$ cat config.mk
export PLATFORM = sky130hd
export DESIGN_NAME = rst_seq_ctrl
export DESIGN_NICKNAME = d
export VERILOG_FILES = /design/src/rtl/rst_seq_ctrl.sv
export SDC_FILE = /design/constraint.sdc
export NUM_CORES = 1
export LEC_CHECK = 0
export ABC_CLOCK_PERIOD_IN_PS = 2210
export BUFFER_PORTS_ARGS = -buffer_cell sky130_fd_sc_hd__buf_4
export CORE_UTILIZATION = 45
export CTS_BUF_LIST = sky130_fd_sc_hd__clkbuf_8
export DETAILED_ROUTE_END_ITERATION = 12
export PLACE_DENSITY = 0.71
export SETUP_SLACK_MARGIN = 0.1
export SKIP_LAST_GASP = 1
export SYNTH_ARGS = -nofsm -noshare
export SYNTH_HDL_FRONTEND = slang
export SYNTH_SLANG_ARGS = --single-unit
$ cat constraint.sdc
create_clock -name clk -period 2.21 [get_ports clk]
set_input_delay 0.221 -clock clk [delete_from_list [all_inputs] [get_ports clk]]
set_output_delay 0.221 -clock clk [all_outputs]
set_load 0.01 [all_outputs]
$ cat src/rtl/rst_seq_ctrl.sv
module rst_seq_ctrl #(
  parameter int unsigned ADDR_W     = 12,
  parameter int unsigned RAM_LO     = 'h0C0,
  parameter int unsigned RAM_HI     = 'h0FF,
  parameter int unsigned ROM_LO     = 'h300,
  parameter int unsigned ROM_HI     = 'h7FF,
  parameter int unsigned WDOG_ADDR  = 'h7F0,
  parameter int unsigned VEC_ADDR   = 'h7FE,
  parameter int unsigned WDOG_LIMIT = 8192,
  parameter int unsigned HOLD_CYC   = 4,
  parameter int unsigned PIN_MIN    = 2
) (
  input  logic              clk,
  input  logic              rst_pin_n,
  input  logic [ADDR_W-1:0] cpu_addr,
  input  logic              fetch_op,
  input  logic              wr_en,
  input  logic [7:0]        wr_data,
  input  logic [7:0]        rd_data,
  output logic              core_rst,
  output logic              vec_rd,
  output logic [ADDR_W-1:0] vec_addr,
  output logic              pc_load,
  output logic [15:0]       pc_new,
  output logic [1:0]        rst_cause
);

  localparam int WD_W   = $clog2(WDOG_LIMIT);
  localparam int HOLD_W = $clog2(HOLD_CYC + 1);
  localparam int PIN_W  = $clog2(PIN_MIN + 1);
  localparam logic [ADDR_W-1:0] RAM_L = ADDR_W'(RAM_LO);
  localparam logic [ADDR_W-1:0] RAM_H = ADDR_W'(RAM_HI);
  localparam logic [ADDR_W-1:0] ROM_L = ADDR_W'(ROM_LO);
  localparam logic [ADDR_W-1:0] ROM_H = ADDR_W'(ROM_HI);
  localparam logic [ADDR_W-1:0] WD_A  = ADDR_W'(WDOG_ADDR);
  localparam logic [ADDR_W-1:0] VEC_A = ADDR_W'(VEC_ADDR);
  localparam logic [1:0] C_PIN = 2'b01, C_WDG = 2'b10, C_ILL = 2'b11;

  typedef enum logic [2:0] {ST_PIN, ST_HOLD, ST_VHI, ST_VLO, ST_RUN} st_t;

  st_t              state;
  logic             s1, s2;
  logic [PIN_W-1:0] low_cnt;
  logic [WD_W-1:0]  wd_cnt;
  logic [HOLD_W-1:0] hold_cnt;
  logic [7:0]       pc_hi, pc_lo;

  always_ff @(posedge clk) begin
    s1 <= rst_pin_n;
    s2 <= s1;
  end

  wire pin_hit = !s2 && (low_cnt == PIN_W'(PIN_MIN - 1));

  always_ff @(posedge clk)
    if (s2)                              low_cnt <= '0;
    else if (low_cnt != PIN_W'(PIN_MIN)) low_cnt <= low_cnt + 1'b1;

  wire in_ram    = (cpu_addr >= RAM_L) && (cpu_addr <= RAM_H);
  wire in_rom    = (cpu_addr >= ROM_L) && (cpu_addr <= ROM_H);
  wire illegal   = fetch_op && !in_ram && !in_rom;
  wire wd_clear  = wr_en && (cpu_addr == WD_A) && !wr_data[0];
  wire wd_expire = (wd_cnt == WD_W'(WDOG_LIMIT - 1)) && !wd_clear;
  wire running   = (state == ST_RUN);

  always_ff @(posedge clk)
    if (!running || wd_clear || wd_expire) wd_cnt <= '0;
    else                                   wd_cnt <= wd_cnt + 1'b1;

  always_ff @(posedge clk) begin
    pc_load <= 1'b0;
    if (pin_hit) begin
      state     <= ST_PIN;
      rst_cause <= C_PIN;
    end else begin
      case (state)
        ST_PIN:  if (s2) state <= ST_VHI;
        ST_HOLD: begin
          hold_cnt <= hold_cnt + 1'b1;
          if (hold_cnt == HOLD_W'(HOLD_CYC - 1)) state <= ST_VHI;
        end
        ST_VHI: begin
          pc_hi <= rd_data;
          state <= ST_VLO;
        end
        ST_VLO: begin
          pc_lo   <= rd_data;
          pc_load <= 1'b1;
          state   <= ST_RUN;
        end
        default: begin
          if (illegal) begin
            state     <= ST_HOLD;
            rst_cause <= C_ILL;
            hold_cnt  <= '0;
          end else if (wd_expire) begin
            state     <= ST_HOLD;
            rst_cause <= C_WDG;
            hold_cnt  <= '0;
          end
        end
      endcase
    end
  end

  assign core_rst = !running;
  assign vec_rd   = (state == ST_VHI) || (state == ST_VLO);
  assign vec_addr = (state == ST_VLO) ? VEC_A + 1'b1 : VEC_A;
  assign pc_new   = {pc_hi, pc_lo};

  AST_VEC_PAIR: assert property (@(posedge clk) disable iff (!s2)
    (vec_rd && vec_addr == VEC_A) |=> (vec_rd && vec_addr == VEC_A + 1'b1));
  AST_LOAD_PULSE: assert property (@(posedge clk) disable iff (!s2)
    pc_load |=> !pc_load);
  AST_LOAD_ENDS_RST: assert property (@(posedge clk) disable iff (!s2)
    $fell(core_rst) |-> pc_load);
  AST_ILLEGAL_TRAP: assert property (@(posedge clk) disable iff (!s2)
    (!core_rst && illegal && !pin_hit) |=> (core_rst && rst_cause == C_ILL));
  AST_WDOG_TRIP: assert property (@(posedge clk) disable iff (!s2)
    (!core_rst && wd_expire && !illegal && !pin_hit) |=> (core_rst && rst_cause == C_WDG));
  AST_CAUSE_HELD: assert property (@(posedge clk) disable iff (!s2)
    !core_rst |=> (core_rst || $stable(rst_cause)));
  AST_WDOG_FRESH: assert property (@(posedge clk) disable iff (!s2)
    pc_load |-> (wd_cnt == '0));

endmodule

# After elaboration in Yosys (flattened, before gate mapping)
# Index checks and enable logic that the tools add are counted.
# totals
regBits	42
elab_cells	71
# classes
addsub	3
order_cmp	4
n_eq_ne	11
muxes	12
bitwise_logic	3
n_reduce_logical	28
# op_table
operator	count
two-way mux 3 bit	6
adder 13 x 1 -> 13 bit, second input constant	1
equality test 13 bit, second input constant	1
equality test 12 x 11 -> 1 bit, second input constant	1
greater-or-equal comparator 12 x 10 -> 1 bit, second input constant	1
greater-or-equal comparator 12 x 8 -> 1 bit, second input constant	1
less-or-equal comparator 12 x 11 -> 1 bit, second input constant	1
less-or-equal comparator 12 x 8 -> 1 bit, second input constant	1
case mux 3 bit (4 select lines)	1
equality test 3 x 2 -> 1 bit, second input constant	3
logical AND 1 bit	8
zero test 1 bit	6
inequality test 2 bit, second input constant	3
case mux 3 bit (2 select lines)	1
AND reduction 2 bit	3
AND reduction 3 bit	2
nonzero test 6 bit	1
two-way mux 2 bit	2
OR reduction 4 bit	1
adder 3 x 1 -> 3 bit, second input constant	1
equality test 3 x 1 -> 1 bit, second input constant	1
equality test 3 bit, second input constant	1
zero test 3 bit	1
logical OR 1 bit	3
7 further kinds	10

# Logic depth before layout (Yosys ltp)
# Gate-level depths: netlist of the first run.
# depth
ltp_word	8
mapped_depth	6
mapped_depth_nobuf	6

# Worst setup path after synthesis of the first run
# OpenSTA, ideal clock, no wires.
# synth_path
kind	reg-to-reg
startpoint	register wd_cnt[3]
endpoint	register hold_cnt[0], enable pin
setup_ns	0.354
t_arrival_ns	1.496
required_ns	1.856
slack_ns	0.359
stages_incl_launch_ff	6
path_buffers	1
synth_period_minus_slack_ns	1.851
path_cell_list	dfxtp_1 and4_1 clkbuf_1 and4_1 a21oi_4 a211oi_1
# synth_between
elab_chain_cells	4
# synth_lines
item	line	source
from (decl)	44	logic [WD_W-1:0] wd_cnt;
from (signal assigned)	68	else wd_cnt <= wd_cnt + 1'b1;
equality test 13 bit	63	wire wd_expire = (wd_cnt == WD_W'(WDOG_LIMIT - 1)) && !wd_clear;
logical AND 1 bit	63	
nonzero test 3 bit (no source line)	-	
AND reduction 3 bit (no source line)	-	
to (signal assigned)	79	hold_cnt <= hold_cnt + 1'b1;
to (decl)	45	logic [HOLD_W-1:0] hold_cnt;
# No other way between the ends.
# A chain may end at the register's enable or synchronous reset.

# Final worst setup path of the first run
# layout_path
startpoint	register wd_cnt[0]
endpoint	register hold_cnt[2], enable pin
# Same word-level chain as after synthesis.

==> metrics.md, run 1 <==
| Metric | Value |
|---|---|
| Finished Core Util | 60.96% |
| Clock slew at reported path FFs | 70 ps |
| Lkg Pwr | 0.0009471 µW |
| Area delta synth->final | 27.11% |
| Non-Filler Instances | 258 |
| Core Region | 3744 µm² |
| WL final | 2.925 mm |
| Antenna-violating nets left | 0 |
| Clock latency on the worst-skew pair | 290 ps |
| Vias in the first global route | 1192 |
| I/O pin count | 65 |
| Antenna violations before repair | 0 |
| Final worst slack | 324.1 ps |
| Slew @ Worst Pin | 607.6 ps |
| CTS tree | yes |
| Status | completed |
| Drt first pass iters | 4 |
| Yosys warning total | 0 |
| Nets@finish | 246 |
| CP arrival | 1850 ps |
| Syn Inst Count | 161 |
| Diode count | 0 |
| Flops & latches, synth | 42 |
| Total power | 2458 µW |
| Root Buffer | clkbuf_8 |
| Hold crit path type | input port to flop |
| WL/cell | 11.34 µm |
| Post-synth top area share | 31.78% |
| Startpoint types | flop |
| Drt initial violations | 25 |
| H-tree levels | 2 |
| R2R Setup Slk | 320 ps |
| Peak VDD IR | 0.3961 mV |
| Share of cells above drive strength 1 | 29.52% |
| Worst setup EP type | flop |
| Final setup violating endpoints | 0 |
| RSZ-0062 raised after global routing | no |
| Die W | 65.17 µm |
| Crit Path Class | flop to flop |
| Max layer used | met4 |
| Final max-slew violation count | 0 |
| CP Max Fanout | 4 |
| Via count | 1267 |
| Metal-1 WL | 1.283 mm |
| PwrDens | 1077 nW/µm² |
| Die height | 65.17 µm |
| Syn avg cell area | 11.15 µm² |
| Vias per cell | 4.911 |
| Commonest non-fill, non-tap cell in the layout | buf_4 |
| Placed Cells incl. Taps | 250 |
| Data required, critical path | 2180 ps |
| Overall die area | 4246 µm² |
| Max cap viols | 0 |
| Final setup TNS | 0 ps |
| Hold Vio Cnt, Final | 0 |
| Syn Std Cell Area | 1795 µm² |
| IO buf count | 46 |
| Largest net degree at the start of global routing | 14 |
| Hpwl dp | 2.216 mm |
| First-pass GRT wire length | 4.892 mm |
| Most frequent cells in the layout | buf_4, nor2_1, dfxtp_1 |
| Yosys top cell by area | edfxtp_1 |
| Met2 WL post-DR | 1.327 mm |
| Synth top area cells | edfxtp_1, dfxtp_1, nor2_1, buf_4, xor2_1 |
| Initial Util | 47.96% |
| Clock buffer count from CTS | 5 |
| Crit path time final | 1886 ps |
| Slew Limit Headroom | 59.34% |
| Total global-route track usage | 15.57% |
| Core Rows | 22 |
| DRC Markers | 0 |
| Clock Tree Buf Depth | 2 |
| Synth unique cells | 34 |
| Setup Fix Bufs, Post-CTS | 0 |
| Register area share after synthesis | 57.42% |
| Peak Freq | 530.2 MHz |
| Setup WS pre-CTS | 167.6 ps |
| Hold buffers post-CTS | 0 |
| Crit share post-route | 85.34% |
| GP Congestion | 0.7173 |
| Metal3 WL | 241 µm |
| Overflow after GRT | 0 |
| Clk sinks | 42 |
| Clock Skews | 6.877 ps |
==> metrics by stage <==
stage	hold slack [ps]	area, µm²
detailed placement	316.0	2145
global placement	311.1	2145
floorplan	248.7	1829
CTS	17.28	2277
global route	15.31	2282
finish	30.02	2282
==> worst paths after layout <==
check             from     endpoint  cells past startpoint
min          rst_pin_n           s1                      1
max reg2reg  wd_cnt[0]  hold_cnt[2]                      5
min reg2reg         s1           s2                      0
max          wd_cnt[0]  hold_cnt[2]                      5
==> what timing repair did <==
| action | 4_1_cts | 5_1_grt |
|---|---|---|
| setup endpoints to repair | 0 | 3 |
| endpoints found under the hold margin | 0 | 0 |
| resized for setup | 0 | 1 |
==> cell families after synthesis <==
family                     count (synthesis)  synth area share, %
and+or+nand+nor                           65                19.58
DFF                                       42                57.42
buffers and inverters                     21                6.899
AOI/OAI and AO/OA                         14                6.342
xor gates and xnor gates                  12                5.854
adders and majority gates                  5                3.484
other                                      2               0.4183
==> layer usage <==
metal / track usage (%) / up-vias
met2: 26.03 / 67
met5: 0 / -
met4: 9.783 / 0
met1: 17.38 / 564
li1: - / 631
met3: 4.340 / 5
==> state kept, by name, indices dropped and copies added, names as in the netlist <==
name       flops
low_cnt        2
rst_cause      2
wd_cnt        13
pc_lo          8
state          3
s1             1
pc_load        1
pc_hi          8
hold_cnt       3
s2             1
==> layout make-up <==
| cell class | instances | area (µm²) |
|---|---|---|
| clock buffers | 5 | 68.82 |
| clock inverters | 3 | 63.81 |
| fillers | 314 | 1461 |
| inverters | 5 | 18.77 |
| multi-input cells | 107 | 679.4 |
| flip-flops and latches | 42 | 1031 |
| well taps | 48 | 60.06 |
| repair buffers | 48 | 360.3 |
==> synth_stat cells (all sizes together) <==
| cell | number |
|---|---|
| xor2 | 10 |
| inv | 5 |
| and2 | 3 |
| o41ai | 1 |
| dfxtp | 23 |
| nand2 | 6 |
| clkbuf | 4 |
| nor2 | 26 |
| a221o | 1 |
| a31o | 1 |
| a21oi | 4 |
| and3 | 5 |
| edfxtp | 19 |
| and4 | 3 |
| nand4b | 2 |
| a32o | 1 |
| a41o | 1 |
| ha | 5 |
| o21ai | 1 |
| nor2b | 4 |
| a211oi | 2 |
| nand4 | 4 |
| or4bb | 1 |
| nand2b | 3 |
| conb | 2 |
| buf | 12 |
| xnor2 | 2 |
| or4 | 2 |
| or2 | 2 |
| o21a | 1 |
| nor3b | 1 |
| nand3 | 3 |
| o31ai | 1 |
==> power breakdown <==
group | switching [µW] | total, µW | leakage [µW] | internal, µW
registers | 110 | 1130 | 0.000365 | 1020
logic | 331 | 647 | 0.000517 | 316
clock network | 236 | 682 | 0.0000658 | 446
==> worst max-delay path, stage by stage, from the launching register on <==
cell      delay, ps
dfxtp_1         350
ha_1            200
and3_1          230
and4_1          340
a21oi_4         110
a211oi_2        330
No activity file was read; power rests on OpenSTA's default activity.
==> run 2, diff against run 1 <==
--- a/config.mk
+++ b/config.mk
@@ -11,5 +11,5 @@
 export CTS_BUF_LIST = sky130_fd_sc_hd__clkbuf_8
 export DETAILED_ROUTE_END_ITERATION = 12
-export PLACE_DENSITY = 0.71
+export PLACE_DENSITY = 0.74
 export SETUP_SLACK_MARGIN = 0.1
 export SKIP_LAST_GASP = 1
==> constraint.sdc (replaced) <==
create_clock -name clk -period 2.21 [get_ports clk]
set_input_delay 0.663 -clock clk [delete_from_list [all_inputs] [get_ports clk]]
set_output_delay 0.663 -clock clk [all_outputs]
set_load 0.01 [all_outputs]
==> metrics.md, run 2 (synthesis results as in run 1) <==
| Metric | Value |
|---|---|
| Clock latency on the worst-skew pair | 290 ps |
| Clock slew at reported path FFs | 70 ps |
| WL/cell | 11.63 µm |
| Reg2Reg Capture Point | hold_cnt[0] |
| Core Region | 3744 µm² |
| Initial Util | 47.96% |
| Diode count | 0 |
| First-pass GRT wire length | 5.299 mm |
| IO buf count | 46 |
| Nets@finish | 248 |
| Hold depth | 0 |
| DRC Markers | 0 |
| Net Switching | 693.5 µW |
| CTS tree | yes |
| CP Max Fanout | 3 |
| Register Area | 1031 µm² |
| PwrDens | 1049 nW/µm² |
| Die W | 65.17 µm |
| Reg with most FFs | wd_cnt |
| CTS resizes | 0 |
| Setup Fix Bufs, Post-CTS | 0 |
| Pint | 1693 µW |
| Hold Crit Start | s1 |
| Final setup violating endpoints | 0 |
| Core Rows | 22 |
| Lkg Pwr | 0.0009497 µW |
| CP arrival | 2090 ps |
| Hold crit path type | flop to flop |
| Total global-route track usage | 16.81% |
| Max cap viols | 0 |
| Comb pwr share | 29.4% |
| Area after DPL | 2165 µm² |
| Multi-input logic area | 681.9 µm² |
| Antenna violations before repair | 0 |
| Vias in the first global route | 1223 |
| Share of cells above drive strength 1 | 31.13% |
| Crit Path Class | input port to flop |
| Via count | 1265 |
| CP endpoint | hold_cnt[0] |
| Clk sinks | 42 |
| Commonest non-fill, non-tap cell in the layout | buf_4 |
| Critical Path Source | cpu_addr[1] |
| Reg power frac | 46.5% |
| Peak Freq | 488.8 MHz |
| Crit path time final | 2046 ps |
| Clock buffer count from CTS | 5 |
| Fillcell total | 318 |
| Crit share post-route | 92.57% |
| Antenna-violating nets left | 0 |
| Fin area | 2276 µm² |
| Max reg flops | 13 |
| Hold buffers post-CTS | 0 |
| Root Buffer | clkbuf_8 |
| Area delta synth->final | 26.76% |
| Clock Skews | 7.236 ps |
| Clock Tree Buf Depth | 2 |
| Drt first pass iters | 4 |
| Hold Vio Cnt, Final | 0 |
| Placed Cells incl. Taps | 252 |
| Worst setup EP type | flop |
| I/O pin count | 65 |
| Die height | 65.17 µm |
| Final max-slew violation count | 0 |
| Drt initial violations | 36 |
| Largest net degree at the start of global routing | 14 |
| Overall die area | 4246 µm² |
| Worst-case reg-to-reg path depth | 5 |
| Reg-to-reg startpoint | wd_cnt[0] |
| Peak VDD IR | 0.4578 mV |
| Switching part of the total power | 29.05% |
| Largest registers | wd_cnt (13), pc_hi (8), pc_lo (8) |
| Clock network power share | 24.1% |
| Status | completed |
| Startpoint types | input port |
| Non-Filler Instances | 260 |
| Final setup TNS | 0 ps |
| Hpwl dp | 2.338 mm |
| Most frequent cells in the layout | buf_4, nor2_1, dfxtp_1 |
| Overflow after GRT | 0 |
| H-tree levels | 2 |
| RSZ-0062 raised after global routing | no |
| Data required, critical path | 2260 ps |
| GP Congestion | 0.7677 |
| WL final | 3.025 mm |
| R2R Setup Slk | 340 ps |
| Vias per cell | 4.865 |
run 2: power groups by stage:
stage               clock network, µW  registers, µW  logic, µW
finish                            576           1110        702
global route                      625           1130        795
CTS                               590           1110        705
detailed placement                  0           1130        702
global placement                    0           1120        676
floorplan                           0           1140        400
run 2: critical path, cell delays in order:
cell      delay [ps]
buf_4            110
or4_4            520
or4_4            530
a21oi_4          160
a211oi_2         110
run 2: area by class of cell:
type / instances / area share, %
sequential: 42 / 45.30
multi-input combinational: 107 / 29.96
timing repair buffer: 50 / 16.49
clock buffer: 5 / 3.024
tap: 48 / 2.639
clock inverter: 3 / 1.759
inverter: 5 / 0.8246
run 2: worst min-delay path by stage:
stage / to / slack [ps]
floorplan: s2 / 310
global placement: s2 / 310
detailed placement: s2 / 310
CTS: s2 / 330
global route: s2 / 350
finish: s2 / 330
run 2: per-stage QoR:
step	utilization (%)	total power, µW	hold slack, ps	setup WS [ps]
final	60.80	2387	328.1	164.3
after global routing	60.80	2551	349.2	117.0
after CTS	60.73	2404	331.6	147.9
after detailed placement	57.82	1829	314.3	-165.0
after global placement	57.82	1792	311.9	-154.2
after floorplan	-	1543	309.6	-41.48
run 2: layer usage:
layer  share of wire, %  vias up  track usage [%]  wire length (µm)
met4                2.1        0            8.696                63
met2                 46       64            27.58              1393
li1                   -      636                -                 -
met1                 43      559            19.10              1298
met5                  0        -                0                 0
met3                8.9        6            6.076               269
==> run 3, diff against run 2 <==
- ABC_CLOCK_PERIOD_IN_PS: 2210 -> default
- SLEW_MARGIN: default -> 20
- clock period: 2.21 -> 2.3 ns (I/O delays scaled with it)
==> metrics.md, run 3 (synthesis results as in run 1) <==
| Metric | Value |
|---|---|
| Max reg flops | 13 |
| R2R Setup Slk | 450 ps |
| GP Congestion | 0.7667 |
| Worst path depth | 5 |
| Final max-slew violation count | 0 |
| Clock Skews | 2.761 ps |
| Hpwl dp | 2.202 mm |
| Status | completed |
| Placed Cells incl. Taps | 250 |
| Max cap viols | 0 |
| Crit path time final | 2095 ps |
| CTS tree | yes |
| Worst setup EP type | flop |
| Antenna violations before repair | 0 |
| Max incr delay on CP | 530 ps |
| CP Max Fanout | 3 |
| Top cell by count, worst path | or4_4 |
| Die W | 65.17 µm |
| Reg-to-reg startpoint | wd_cnt[0] |
| Crit share post-route | 91.10% |
| Overflow after GRT | 0 |
| Vias per cell | 4.798 |
| Total power | 2384 µW |
| Crit path cell chain | buf_4, or4_4, or4_4, a21oi_4, a211oi_2 |
| CP arrival | 2130 ps |
| Reg with most FFs | wd_cnt |
| Most frequent cells in the layout | buf_4, nor2_1, dfxtp_1 |
| WL/cell | 11.04 µm |
| Worst hold margin | 330.5 ps |
| Peak VDD IR | 0.3656 mV |
| Clock latency on the worst-skew pair | 290 ps |
| Crit Path Class | input port to flop |
| Largest registers | wd_cnt (13), pc_hi (8), pc_lo (8) |
| Critical Path Source | cpu_addr[1] |
| Via count | 1238 |
| Drt first pass iters | 4 |
| Total global-route track usage | 14.58% |
| Peak Freq | 477.2 MHz |
| First-pass GRT wire length | 4.705 mm |
| Hold buffers post-CTS | 0 |
| Reg2Reg Capture Point | hold_cnt[2] |
| PwrDens | 1042 nW/µm² |
| H-tree levels | 2 |
| Initial Util | 47.96% |
| Core Region | 3744 µm² |
| IO buf count | 46 |
| Hold Vio Cnt, Final | 0 |
| Hold crit path type | flop to flop |
| Startpoint types | input port |
| Diode count | 0 |
| Slowest CP cell | or4_4 |
| Antenna-violating nets left | 0 |
| I/O pin count | 65 |
| Clock Tree Buf Depth | 2 |
| Drt initial violations | 35 |
| Slew @ Worst Pin | 618.3 ps |
| Slew Limit Headroom | 58.63% |
| Fillcell total | 312 |
| Largest net degree at the start of global routing | 15 |
| Finished Core Util | 61.13% |
| Crit path max-delay family | simple AND/OR/NAND/NOR gates |
| RSZ-0062 raised after global routing | no |
| CP endpoint | hold_cnt[2] |
| WP buf/inv | 1 |
| Area delta synth->final | 27.46% |
| Clk sinks | 42 |
| Root Buffer | clkbuf_8 |
| Share of cells above drive strength 1 | 30.48% |
| Final setup violating endpoints | 0 |
| Vias in the first global route | 1133 |
| Worst-case reg-to-reg path depth | 5 |
| Nets@finish | 246 |
| Lkg Pwr | 0.0009496 µW |
| Non-Filler Instances | 258 |
| Die height | 65.17 µm |
| Clock slew at reported path FFs | 80 ps |
| Overall die area | 4246 µm² |
| DRC Markers | 0 |
| Commonest non-fill, non-tap cell in the layout | buf_4 |
| Data required, critical path | 2340 ps |
| Core Rows | 22 |
| Clock buffer count from CTS | 5 |
| WL final | 2.849 mm |
==> run 3: worst min path at each step <==
stage               start  to  cells past startpoint  slack (ps)
finish                 s1  s2                      0         330
global route           s1  s2                      0         350
CTS                    s1  s2                      0         330
detailed placement     s1  s2                      0         310
global placement       s1  s2                      0         310
floorplan              s1  s2                      0         310
==> run 3: repair_timing <==
item | in CTS | in global routing
buffers inserted | 0 | 0
endpoints found under the setup margin | 0 | 1
resized for setup | 0 | 1
==> run 3: worst reg2reg max path, delay by kind of cell, from the launching register on <==
kind | cells | cell delay [ps]
AOI/OAI and AO/OA | 2 | 380
adders and majority gates | 1 | 210
DFF | 1 | 350
and+or+nand+nor | 2 | 590
==> run 3: area by class of cell <==
type | instances | area, µm² | share of cell area (%)
clock buffer | 5 | 68.82 | 3.007
clock inverter | 3 | 68.82 | 3.007
inverter | 5 | 18.77 | 0.8201
multi-input combinational | 107 | 679.4 | 29.69
sequential | 42 | 1032 | 45.11
tap | 48 | 60.06 | 2.624
timing repair buffer | 48 | 360.3 | 15.75
==> run 3: routing by layer <==
| layer | wire length [µm] | part of all wire (%) | global-route usage (%) | vias up |
|---|---|---|---|---|
| met3 | 244 | 8.6 | 5.208 | 4 |
| met1 | 1292 | 45 | 17.42 | 543 |
| li1 | - | - | - | 630 |
| met5 | 0 | 0 | 0 | - |
| met4 | 43 | 1.5 | 5.707 | 0 |
| met2 | 1269 | 45 | 23.84 | 61 |
==> run 3: stage by stage <==
step | setup slack (ps) | TNS, ps | instance area [µm²]
floorplan | 21.52 | 0 | 1834
global placement | -102.1 | -480.8 | 2150
detailed placement | -107.2 | -521.6 | 2150
CTS | 105.5 | 0 | 2287
global route | 156.6 | 0 | 2288
finish | 204.6 | 0 | 2288
==> run 3: power breakdown <==
| part | internal [µW] | switching, µW | total [µW] | leakage (µW) |
|---|---|---|---|---|
| clock | 434 | 240 | 675 | 0.0000683 |
| sequential | 980 | 102 | 1080 | 0.000365 |
| combinational | 309 | 318 | 627 | 0.000516 |
| total | 1720 | 661 | 2380 | 0.000950 |
